## src/rtl/pwr_mode_ctrl.sv

```systemverilog
module pwr_mode_ctrl #(
  parameter int SETTLE_W = 8
) (
  input  logic                clk,
  input  logic                rst_n,
  input  logic                mode_wr,
  input  logic [1:0]          mode_wdata,
  input  logic                irq_req,
  input  logic [15:0]         ext_irq,
  input  logic                rtc_alarm,
  input  logic                pll_locked,
  input  logic [SETTLE_W-1:0] settle_cycles,
  output logic                cpu_clk_en,
  output logic                per_clk_en,
  output logic                clk_src_pll,
  output logic                core_pwr_off,
  output logic [1:0]          cur_mode
);

  localparam logic [1:0] M_NORMAL = 2'd0;
  localparam logic [1:0] M_SLOW   = 2'd1;
  localparam logic [1:0] M_IDLE   = 2'd2;
  localparam logic [1:0] M_SLEEP  = 2'd3;

  typedef enum logic [2:0] {
    S_NORMAL, S_SLOW, S_RELOCK, S_IDLE, S_GATE, S_OFF, S_SETTLE
  } state_t;

  state_t              st, st_nxt;
  logic [SETTLE_W-1:0] cnt;
  logic                wake;

  assign wake = (|ext_irq) | rtc_alarm;

  always_comb begin
    st_nxt = st;
    case (st)
      S_NORMAL: if (mode_wr)
                  case (mode_wdata)
                    M_SLOW:  st_nxt = S_SLOW;
                    M_IDLE:  st_nxt = S_IDLE;
                    M_SLEEP: st_nxt = S_GATE;
                    default: st_nxt = S_NORMAL;
                  endcase
      S_SLOW:   if (mode_wr && mode_wdata == M_NORMAL) st_nxt = S_RELOCK;
      S_RELOCK: if (pll_locked) st_nxt = S_NORMAL;
      S_IDLE:   if (irq_req) st_nxt = S_NORMAL;
      S_GATE:   st_nxt = S_OFF;
      S_OFF:    if (wake) st_nxt = S_SETTLE;
      S_SETTLE: if (cnt == '0) st_nxt = S_NORMAL;
      default:  st_nxt = S_NORMAL;
    endcase
  end

  always_ff @(posedge clk or negedge rst_n) begin
    if (!rst_n) begin
      st  <= S_NORMAL;
      cnt <= '0;
    end else begin
      st <= st_nxt;
      if (st == S_OFF && wake) cnt <= settle_cycles;
      else if (st == S_SETTLE && cnt != '0) cnt <= cnt - 1'b1;
    end
  end

  assign cpu_clk_en   = (st == S_NORMAL) || (st == S_SLOW) || (st == S_RELOCK);
  assign per_clk_en   = cpu_clk_en || (st == S_IDLE);
  assign clk_src_pll  = !((st == S_SLOW) || (st == S_RELOCK));
  assign core_pwr_off = (st == S_OFF);

  always_comb begin
    case (st)
      S_SLOW, S_RELOCK:      cur_mode = M_SLOW;
      S_IDLE:                cur_mode = M_IDLE;
      S_GATE, S_OFF, S_SETTLE: cur_mode = M_SLEEP;
      default:               cur_mode = M_NORMAL;
    endcase
  end

  // clocks are already gated the cycle before power goes off
  assert_gate_before_off_R7: assert property (@(posedge clk) disable iff (!rst_n)
    $rose(core_pwr_off) |-> ($past(!cpu_clk_en) && $past(!per_clk_en)));

  assert_idle_wake_R5: assert property (@(posedge clk) disable iff (!rst_n)
    (cur_mode == M_IDLE && irq_req) |=> (cpu_clk_en && cur_mode == M_NORMAL));

  assert_pll_lock_R4: assert property (@(posedge clk) disable iff (!rst_n)
    $rose(clk_src_pll) |-> $past(pll_locked));

  assert_wake_source_R8: assert property (@(posedge clk) disable iff (!rst_n)
    $fell(core_pwr_off) |-> $past(wake));

  assert_power_on_no_clk_R9: assert property (@(posedge clk) disable iff (!rst_n)
    $fell(core_pwr_off) |-> (!cpu_clk_en && !per_clk_en && cur_mode == M_SLEEP));

endmodule

```

## config.mk

```make
export PLATFORM = sky130hd
export DESIGN_NAME = pwr_mode_ctrl
export DESIGN_NICKNAME = d
export VERILOG_FILES = /design/src/rtl/pwr_mode_ctrl.sv
export SDC_FILE = /design/constraint.sdc
export NUM_CORES = 1
export LEC_CHECK = 0
export ABC_AREA = 1
export BUFFER_PORTS_ARGS = -buffer_cell sky130_fd_sc_hd__clkbuf_2
export CAP_MARGIN = 20
export CORE_ASPECT_RATIO = 1.1
export CORE_MARGIN = 3
export CORE_UTILIZATION = 36
export CTS_BUF_LIST = sky130_fd_sc_hd__clkbuf_16
export CTS_CLUSTER_DIAMETER = 150
export DETAILED_ROUTE_END_ITERATION = 12
export GPL_ROUTABILITY_DRIVEN = 0
export HOLD_SLACK_MARGIN = 0.05
export PLACE_DENSITY = 0.7
export SLEW_MARGIN = 20
export SYNTH_ARGS = -nofsm -noshare
export SYNTH_HDL_FRONTEND = slang
export SYNTH_SLANG_ARGS = --single-unit
```

## constraint.sdc

```tcl
create_clock -name clk -period 1.3 [get_ports clk]
set_input_delay 0.26 -clock clk [delete_from_list [all_inputs] [get_ports clk]]
set_output_delay 0.26 -clock clk [all_outputs]
set_load 0.02 [all_outputs]
```

==> flow_summary.json <==
{
  "fin_setup_tns_ns": -0.6044,
  "hold_depth": 3,
  "crit_buf_inv": 2,
  "rsz0062_at_grt": "yes",
  "start_util_pct": 39.54,
  "num_rows": 19,
  "drv_slew": 0,
  "path_cells": "nand2_2 > inv_2 > nor2_4 > nand2_2 > nand2_2 > buf_8",
  "r2r_cells": 9,
  "startpoint_type": "flop",
  "min_path_type": "input port to flop",
  "cts_sinks": 11,
  "fmax_ghz": 0.6996,
  "antenna_found_initial": 0,
  "relSlewSlack_pct": 79.68,
  "detailed_place_hpwl_um": 1904,
  "drive_above_1_share_pct": 50.51,
  "status": "complete, but fails checks",
  "final_common_cell": "clkbuf_2",
  "postSynthCellCount": 140,
  "crit_type": "flop to output pin",
  "p_int_w": 0.001811,
  "switching_share_pct": 43.54,
  "skew_ns": 0.002822,
  "core_mm2": 0.002639,
  "dr_wl_met2_um": 1404,
  "period_minus_slack_ns": 1.429,
  "cts_tree": "done",
  "drc": 0,
  "ys_seq_area_share_pct": 26.38,
  "pwr-share-seq_pct": 22.9,
  "final_cell_area_mm2": 0.001609,
  "clk_pin_slew_ns": 0.04,
  "fin_nets": 234,
  "max_slew.worst_pin.slew_ns": 0.3048,
  "dp_cells": 210,
  "grt_pass1_vias": 1140,
  "clkLatencyLatePin_ns": 0.24,
  "grt_pass1_wl_um": 4478,
  "cp_top_family": "flip-flops",
  "die_height_um": 62.47,
  "port_buffers": 37,
  "place_area_mm2": 0.001291,
  "min_to": "cnt[4]",
  "final_cell_mix": "32 x clkbuf_2, 31 x nand2_1, 15 x nor2_1",
  "synthesis.nets": 177,
  "setup_ws_ns": -0.1294,
  "tritoncts.num_buffers": 3,
  "peakVddDrop_mv": 1.516,
  "power.density_mw_per_mm2": 1994,
  "htree_levels": 1,
  "final-setup-viol-count": 9,
  "drv_cap": 0,
  "vias_per_cell": 4.863,
  "area_growth_pct": 54.20,
  "clockBufferDepth": 2,
  "p_leak_nw": 0.8533,
  "synth.avg_cell_area_um2": 7.454,
  "r2r-start": "st[1]",
  "die_x_um": 57.34,
  "crit_path_top_delay_cell": "dfrtp_2",
  "rr_endpoint": "st[0]",
  "drt-pass1-iter-count": 4,
  "crit_path_frequent_cell": "nand2_2",
  "power.total_w": 0.003208,
  "ant_nets": 0,
  "num_vias": 1104,
  "cts-root-buf": "clkbuf_16",
  "worst_setup_path_end_kind": "output pin",
  "ys_warn_count": 0,
  "final_cells": 227,
  "hp-start": "settle_cycles[4]",
  "grt_max_degree": 12,
  "overflow": 0,
  "cpPeakStageDelay_ns": 0.46,
  "worstPathArrival_ns": 1.17,
  "p_sw_w": 0.001397,
  "routed_wl_um": 2608,
  "p_comb_share_pct": 59.9,
  "drt_iter0_drc": 33,
  "dr_wl_met3_um": 167,
  "path_max_fanout": 5,
  "synth_cell_types": 33,
  "fin_crit_sh_pct": 110.0,
  "wl_met1_um": 993,
  "syn_area_mm2": 0.001044,
  "dieArea_mm2": 0.003581,
  "reg2reg_slack_ns": -0.04,
  "track_usage_pct": 15.34,
  "final_util_pct": 60.98,
  "top_layer": "met4",
  "violations": "negative setup slack",
  "required_ns": 1.04,
  "fill_cells": 229,
  "io_pins": 38,
  "wl_per_cell_um": 11.49,
  "antennaDiodeCount": 0,
  "clkPwrFrac_pct": 17.3,
  "final_hold_viol_count": 0,
  "ys_ff_latch": 11
}
state kept, by name (all words and copies together) (netlist names):
signal / count
st: 3
cnt: 8
cell usage after synthesis (all sizes together):
cell type	number	share of area [%]
o21ai	4	2.3
nand2	42	19
or2	2	1.4
a31oi	1	0.60
ha	5	6.0
xor2	1	0.84
a31o	1	0.84
dfrtp	11	26
nand3	18	10
inv	17	6.4
nor2	24	14
xnor2	2	1.7
nand3b	1	0.72
a21oi	1	0.48
nand4	6	4.8
nor3	2	2.0
a21boi	1	0.72
buf	1	1.1
final cells by class:
| cell class | count | area, um2 | area share (%) |
|---|---|---|---|
| clock buffer | 3 | 75.07 | 4.666 |
| clock inverter | 1 | 3.754 | 0.2333 |
| inverter | 17 | 76.32 | 4.743 |
| multi-input combinational | 112 | 794.5 | 49.38 |
| sequential | 11 | 279.0 | 17.34 |
| tap | 31 | 38.79 | 2.411 |
| timing repair buffer | 52 | 341.6 | 21.23 |
cells by family after synthesis:
family	share of synthesized area, %
AND/OR/NAND/NOR	52.76
adder cells (fa/ha/maj)	5.995
XOR/XNOR	2.518
buffers and inverters	7.435
AO/OA/AOI/OAI	4.916
flip-flops	26.38
layer usage:
layer,global-route usage (%),vias up
met3,3.306,4
met1,16.12,491
li1,-,568
met4,6.087,0
met5,0,-
met2,28.71,41
power groups by stage:
stage	Sequential, W	Combinational (W)	Clock, W
floorplan	0.000672	0.00105	0
global placement	0.000692	0.00139	0
detailed placement	0.000690	0.00143	0
CTS	0.000703	0.00174	0.000574
global route	0.000761	0.00211	0.000587
finish	0.000733	0.00192	0.000554
stage by stage:
step,setup WS (ns),hold WS (ns)
floorplan,0.01476,-0.03559
global placement,0.03400,0.1510
detailed placement,-0.06560,0.1575
CTS,-0.1251,0.2439
global route,-0.1901,0.2581
finish,-0.1294,0.2422
worst reg2reg max path, stage by stage, from the launching register on:
cell      delay, ns
dfrtp_2        0.46
nand2_2        0.10
inv_2          0.06
buf_4          0.12
nand3b_1       0.09
o21ai_2        0.08
nor2_4         0.13
nand3_2        0.09
nand2_1        0.06
nand2_1        0.05
worst max-delay path by stage:
stage / cells past startpoint / end / slack (ns) / startpoint
CTS: 6 / cur_mode[0] / -0.13 / st[0]
floorplan: 5 / cur_mode[0] / 0.01 / st[1]
global route: 6 / cur_mode[0] / -0.19 / st[1]
global placement: 7 / cnt[3] / 0.03 / cnt[1]
detailed placement: 7 / cnt[3] / -0.07 / cnt[0]
finish: 6 / cur_mode[0] / -0.13 / st[1]
repair_timing:
item	in CTS	in global routing
setup buffers	10	3
pin swaps	9	3
endpoints found under the hold margin	11	0
gates resized for setup	22	17
setup endpoints to repair	14	16
hold buffers	1	0
cloned	1	0
(Power assumes the default switching activity.)
